**config.mk**
```make
export PLATFORM = sky130hd
export DESIGN_NAME = pcs_mgmt_regs
export DESIGN_NICKNAME = d
export VERILOG_FILES = /design/src/rtl/pcs_mgmt_pkg.sv /design/src/rtl/pcs_ctrl_reg.sv /design/src/rtl/pcs_rd_mux.sv /design/src/rtl/pcs_mgmt_regs.sv
export SDC_FILE = /design/constraint.sdc
export NUM_CORES = 1
export LEC_CHECK = 0
export BUFFER_PORTS_ARGS = -buffer_cell sky130_fd_sc_hd__buf_2
export CORE_MARGIN = 3
export CORE_UTILIZATION = 34
export CTS_CLUSTER_SIZE = 10
export DETAILED_ROUTE_END_ITERATION = 7
export PLACE_DENSITY = 0.78
export SLEW_MARGIN = 20
export SYNTH_ARGS = -nofsm -noshare
export SYNTH_HDL_FRONTEND = slang
export SYNTH_SLANG_ARGS = --single-unit
```
**constraint.sdc**
```tcl
create_clock -name clk_i -period 1.6 [get_ports clk_i]
set_clock_uncertainty 0.1 [all_clocks]
set_input_delay 0.08 -clock clk_i [delete_from_list [all_inputs] [get_ports clk_i]]
set_output_delay 0.08 -clock clk_i [all_outputs]
set_load 0.02 [all_outputs]
```
**src/rtl/pcs_mgmt_pkg.sv**
```systemverilog
package pcs_mgmt_pkg;
  parameter int ADDR_W = 5;
  parameter int DATA_W = 16;
  localparam int NUM_ADDR = 1 << ADDR_W;

  // addresses 0..8, 15, 16, 17
  localparam logic [NUM_ADDR-1:0] IMPL_MASK = NUM_ADDR'(32'h0003_81FF);

  localparam int B_RESET   = 15;
  localparam int B_LOOP    = 14;
  localparam int B_SPD_LSB = 13;
  localparam int B_AN_EN   = 12;
  localparam int B_PDOWN   = 11;
  localparam int B_ISO     = 10;
  localparam int B_RESTART = 9;
  localparam int B_DUPLEX  = 8;
  localparam int B_COLTEST = 7;
  localparam int B_SPD_MSB = 6;
  localparam int B_UNIDIR  = 5;

  typedef struct packed {
    logic loopback;
    logic an_en;
    logic pdown;
    logic isolate;
    logic unidir;
  } ctrl_t;

  localparam ctrl_t CTRL_RST = '{loopback: 1'b0, an_en: 1'b1, pdown: 1'b0,
                                 isolate: 1'b0, unidir: 1'b0};
endpackage

```
**src/rtl/pcs_ctrl_reg.sv**
```systemverilog
module pcs_ctrl_reg
  import pcs_mgmt_pkg::*;
(
  input  logic              clk_i,
  input  logic              rst_ni,
  input  logic              wr_i,
  input  logic [DATA_W-1:0] wdata_i,
  output ctrl_t             ctrl_o,
  output logic              rst_pulse_o,
  output logic              restart_pulse_o,
  output logic [DATA_W-1:0] rd_o
);
  ctrl_t ctrl_q;
  logic  rst_p_q, restart_p_q;

  always_ff @(posedge clk_i or negedge rst_ni) begin
    if (!rst_ni) begin
      ctrl_q      <= CTRL_RST;
      rst_p_q     <= 1'b0;
      restart_p_q <= 1'b0;
    end else begin
      rst_p_q     <= 1'b0;
      restart_p_q <= 1'b0;
      if (wr_i) begin
        if (wdata_i[B_RESET]) begin
          // reset command overrides every other bit of the write
          ctrl_q  <= CTRL_RST;
          rst_p_q <= 1'b1;
        end else begin
          ctrl_q.loopback <= wdata_i[B_LOOP];
          ctrl_q.an_en    <= wdata_i[B_AN_EN];
          ctrl_q.pdown    <= ctrl_q.pdown | wdata_i[B_PDOWN];
          ctrl_q.isolate  <= wdata_i[B_ISO];
          ctrl_q.unidir   <= wdata_i[B_UNIDIR];
          restart_p_q     <= wdata_i[B_RESTART];
        end
      end
    end
  end

  always_comb begin
    rd_o            = '0;
    rd_o[B_LOOP]    = ctrl_q.loopback;
    rd_o[B_AN_EN]   = ctrl_q.an_en;
    rd_o[B_PDOWN]   = ctrl_q.pdown;
    rd_o[B_ISO]     = ctrl_q.isolate;
    rd_o[B_UNIDIR]  = ctrl_q.unidir;
    rd_o[B_DUPLEX]  = 1'b1;
    rd_o[B_SPD_MSB] = 1'b1;
  end

  assign ctrl_o          = ctrl_q;
  assign rst_pulse_o     = rst_p_q;
  assign restart_pulse_o = restart_p_q;
endmodule

```
**src/rtl/pcs_rd_mux.sv**
```systemverilog
module pcs_rd_mux
  import pcs_mgmt_pkg::*;
(
  input  logic                             clk_i,
  input  logic                             rst_ni,
  input  logic                             re_i,
  input  logic [ADDR_W-1:0]                addr_i,
  input  logic [NUM_ADDR-1:0][DATA_W-1:0]  regs_i,
  output logic [DATA_W-1:0]                rdata_o
);
  logic [DATA_W-1:0] rdata_q, rd_sel;

  assign rd_sel = IMPL_MASK[addr_i] ? regs_i[addr_i] : '0;

  always_ff @(posedge clk_i or negedge rst_ni) begin
    if (!rst_ni)   rdata_q <= '0;
    else if (re_i) rdata_q <= rd_sel;
  end

  assign rdata_o = rdata_q;
endmodule

```
**src/rtl/pcs_mgmt_regs.sv**
```systemverilog
module pcs_mgmt_regs
  import pcs_mgmt_pkg::*;
(
  input  logic              clk_i,
  input  logic              rst_ni,
  input  logic [ADDR_W-1:0] addr_i,
  input  logic              we_i,
  input  logic [DATA_W-1:0] wdata_i,
  input  logic              re_i,
  output logic [DATA_W-1:0] rdata_o,
  input  logic [DATA_W-1:0] stat_i,
  input  logic [DATA_W-1:0] id_hi_i,
  input  logic [DATA_W-1:0] id_lo_i,
  input  logic [DATA_W-1:0] adv_i,
  input  logic [DATA_W-1:0] lp_abil_i,
  input  logic [DATA_W-1:0] an_exp_i,
  input  logic [DATA_W-1:0] np_tx_i,
  input  logic [DATA_W-1:0] np_rx_i,
  input  logic [DATA_W-1:0] ext_stat_i,
  input  logic [DATA_W-1:0] irq_ctl_i,
  input  logic [DATA_W-1:0] lpbk_ctl_i,
  output logic              pcs_rst_o,
  output logic              an_restart_o,
  output logic              loopback_o,
  output logic              an_en_o,
  output logic              power_down_o,
  output logic              isolate_o,
  output logic              unidir_o
);
  ctrl_t                            ctrl;
  logic [DATA_W-1:0]                reg0;
  logic [NUM_ADDR-1:0][DATA_W-1:0]  regs;
  logic                             wr0;

  assign wr0 = we_i && (addr_i == '0);

  pcs_ctrl_reg u_ctrl (
    .clk_i           (clk_i),
    .rst_ni          (rst_ni),
    .wr_i            (wr0),
    .wdata_i         (wdata_i),
    .ctrl_o          (ctrl),
    .rst_pulse_o     (pcs_rst_o),
    .restart_pulse_o (an_restart_o),
    .rd_o            (reg0)
  );

  always_comb begin
    regs     = '0;
    regs[0]  = reg0;
    regs[1]  = stat_i;
    regs[2]  = id_hi_i;
    regs[3]  = id_lo_i;
    regs[4]  = adv_i;
    regs[5]  = lp_abil_i;
    regs[6]  = an_exp_i;
    regs[7]  = np_tx_i;
    regs[8]  = np_rx_i;
    regs[15] = ext_stat_i;
    regs[16] = irq_ctl_i;
    regs[17] = lpbk_ctl_i;
  end

  pcs_rd_mux u_rd (
    .clk_i   (clk_i),
    .rst_ni  (rst_ni),
    .re_i    (re_i),
    .addr_i  (addr_i),
    .regs_i  (regs),
    .rdata_o (rdata_o)
  );

  assign loopback_o   = ctrl.loopback;
  assign an_en_o      = ctrl.an_en;
  assign power_down_o = ctrl.pdown;
  assign isolate_o    = ctrl.isolate;
  assign unidir_o     = ctrl.unidir;
endmodule

```
==> impl_metrics.csv <==
group,metric,value,unit
status,status,"finished, violations left",
status,violations,"negative setup slack",
route,routed_via_density,5.284,
power,internal_power,1320,uW
route,drt-pass1-iter-count,4,
sta,layout_min_cycle_time,1.602,ns
power,irDropWorstVdd,0.2642,mV
sta,rsz0062_at_grt,"true",
cts,cts_tree,"done",
grt,antenna_found_initial,0,
sta,slew_violations,0,
route,drc,0,
floorplanning,die_y,89.84,um
route,vias,2901,
grt,grt_max_degree,26,
floorplanning,io_pins,224,
yosys,ys.flop_type,"dfrtp_1",
place,dp_cells,535,
cells_and_area,fin_util,58.54,%
floorplanning,die_w,89.84,um
sta,hold_viol,0,
yosys,ys_ff_latch,23,
route,wirelength,9.759,mm
sta,clock.fmax,624.2,MHz
grt,first_global_vias,3062,
grt,overflow,0,
sta,fin_ws,-0.002115,ns
route,ant_nets,0,
cells_and_area,antennaDiodeCount,0,
sta,setup_viol_count_final,1,
cells_and_area,fin_nets,658,
yosys,syn_nets,426,
sta,finalCritPeriodShare,100.1,%
power,pwr-share-clk,18.6,%
cells_and_area,num-fill-cells,587,
grt,busiest_layer,"met2",
worst_setup_path,max_stage_delay,0.46,ns
grt,grt_use_total,23.28,%
yosys,ys_seq_area_share,24.14,%
power,powerDensity,512.9,nW/um^2
cts,path_clk_slew,0.09,ns
yosys,yosys_warnings,0,
cells_and_area,drive_gt1_share,62.06,%
hold_path,hold_class,"in2reg",
worst_setup_path,crit_slowest_cell,"mux4_2",
worst_setup_path,crit_fanout,2,
yosys,ys_top_cells_by_count,"mux2i_1, dfrtp_1, a221oi_1, nand2_1, nor2_1",
floorplanning,rows,29,
worst_setup_path,path_cells,"mux4_2, mux2i_1, nand2_1, a221o_1",
power,pwr-share-seq,34.3,%
worst_setup_path,cp.arrival,1.65,ns
sta,worstMarginPinSlew,0.5820,ns
yosys,avgSynthCellArea,10.62,sq um
yosys,ys_top_cells_by_area,"dfrtp_1, mux2i_1, mux4_2",
yosys,synth.cell_area,2390,sq um
yosys,synth_edf_count,0,
yosys,yosysMostFrequentCell,"mux2i_1",
yosys,synthArstFlopShare,100.0,%
grt,grt_pass1_wl,15.36,mm
cells_and_area,syn2layout_area_growth,60.89,%
yosys,synthCells,225,
floorplanning,die-area,8070,sq um
grt,grt_use_met2,42.54,%
route,drt_iter0_markers,112,
worst_setup_path,cp-end-kind,"flip-flop",
power,p_switching,652.6,uW
power,power.total,1972,uW
worst_setup_path,required,1.65,ns
yosys,synth_cell_type_count,34,
cts,clock_path_buffers,2,
floorplanning,initial_core_util,36.39,%
worst_setup_path,start_kind,"flip-flop",
floorplanning,core,6568,sq um
sta,worst_hold_slack,0.02338,ns
cells_and_area,fin_cells,549,
cts,cts-root-buf,"clkbuf_8",
worst_setup_path,rr_worst_depth,4,
cts,clock-sinks,23,
place,hpwl,8.192,mm
power,p_leak,0.001991,uW
power,combPwrFrac,47.1,%
job,max-cap-violations,0,
worst_setup_path,path_class,"reg2reg",
grt,grtUsageMet1,28.53,%
cts,clkLatencyLatePin,0.26,ns
route,routedWlPerCell,17.78,um
cts,cts_max_level,1,
sta,slew_headroom,61.12,%
place,io_buffers,214,
grt,use_met3,5.175,%
yosys,synth_area_leader_cell,"dfrtp_1",
yosys,synthDominantCellAreaShare,23.04,%
cts,numCtsBuffers,3,
power,swShare,33.09,%
hold_path,hold_depth,3,
place,finalWeightedCongestion,0.8228,
## state kept, by name, summed over array words and instances (netlist names)
| signal | count |
|---|---|
| u_rd.rdata_o | 16 |
| u_ctrl.rst_pulse_o | 1 |
| u_ctrl.ctrl_o | 5 |
| u_ctrl.restart_pulse_o | 1 |
## critical path, delay by kind of cell, from the launching register on
kind / cells / cell delay [ns]
compound gates: 1 / 0.30
flops: 1 / 0.41
mux: 2 / 0.60
simple gates: 1 / 0.08
## layout by cell type (no fill, tap or decap), types with 2 or more instances in the layout
master,netlist,final
buf_2,8,214
mux2i_1,27,25
buf_4,1,21
dfrtp_1,22,20
a221oi_1,19,19
nand2_1,17,17
nor2_1,15,15
mux4_2,12,14
a221o_1,11,11
o221ai_1,11,10
mux2_2,9,9
inv_1,8,8
dlygate4sd3_1,0,8
nand2b_1,7,7
a21oi_1,7,7
or2_2,6,6
buf_12,0,6
mux4_1,7,5
nor3b_1,4,4
o21ai_0,4,4
a211o_1,3,3
clkbuf_8,0,3
a211oi_1,2,2
a2bb2oi_1,2,2
o31ai_1,2,2
mux2i_2,0,2
dfrtp_2,0,2
## cell type report
type / count / area [sq um] / area share, %
clock buffers: 3 / 41.29 / 1.074
clock inverters: 1 / 5.005 / 0.1302
inverters: 8 / 30.03 / 0.7810
multi-input cells: 172 / 1644 / 42.76
flip-flops and latches: 23 / 579.3 / 15.07
well taps: 93 / 116.4 / 3.026
repair buffers: 249 / 1429 / 37.16
## repair_timing
action / in CTS / in global routing
setup endpoints to repair: 3 / 5
endpoints found under the hold margin: 28 / 0
hold buffers: 8 / 0
pin swaps: 3 / 3
setup buffers: 0 / 2
gates resized for setup: 1 / 4
## final timing paths
check / to / from / slack, ns
max in group asynchronous: u_ctrl.ctrl_o[2]$_DFFE_PN0P_ / rst_ni / 0.75
hold reg to reg: u_rd.rdata_o[6]$_DFFE_PN0P_ / u_rd.rdata_o[6]$_DFFE_PN0P_ / 0.40
hold / removal: u_rd.rdata_o[12]$_DFFE_PN0P_ / lpbk_ctl_i[12] / 0.02
setup / recovery: u_rd.rdata_o[11]$_DFFE_PN0P_ / u_ctrl.ctrl_o[2]$_DFFE_PN0P_ / -0.002
min in group asynchronous: u_rd.rdata_o[7]$_DFFE_PN0P_ / rst_ni / 0.23
setup reg to reg: u_rd.rdata_o[11]$_DFFE_PN0P_ / u_ctrl.ctrl_o[2]$_DFFE_PN0P_ / -0.002
## per-stage QoR
step	setup slack [ns]	setup TNS (ns)	area, sq um
2_1_floorplan	0.008710	0	2392
3_3_place_gp	-0.1244	-0.9092	3697
3_5_place_dp	-0.1309	-1.366	3697
4_1_cts	-0.003568	-0.003568	3827
5_1_grt	-0.05901	-0.08953	3845
6_report	-0.002115	-0.002115	3845
## metal layers
layer  share of wire, %  routed length (um)  up-vias
met3                7.5                 729       10
met4                1.2                 113        0
li1                   -                   -     1380
met5                  0                   0        -
met2                 53                5176      152
met1                 38                3739     1359
## power groups by stage
stage	clock, uW	sequential, uW	combinational, uW
after floorplan	0	755	383
after global placement	0	684	871
after detailed placement	0	688	892
after CTS	384	676	913
after global routing	410	683	1000
final	368	676	928
## cells by family after synthesis
| family | count (synthesis) | synth area share [%] |
|---|---|---|
| AO/OA/AOI/OAI | 62 | 22.09 |
| AND/OR/NAND/NOR | 55 | 11.89 |
| buffers and inverters | 30 | 7.330 |
| flip-flops | 23 | 24.14 |
| multiplexers | 55 | 34.56 |
Note: power is estimated with default switching activity, not from simulation.
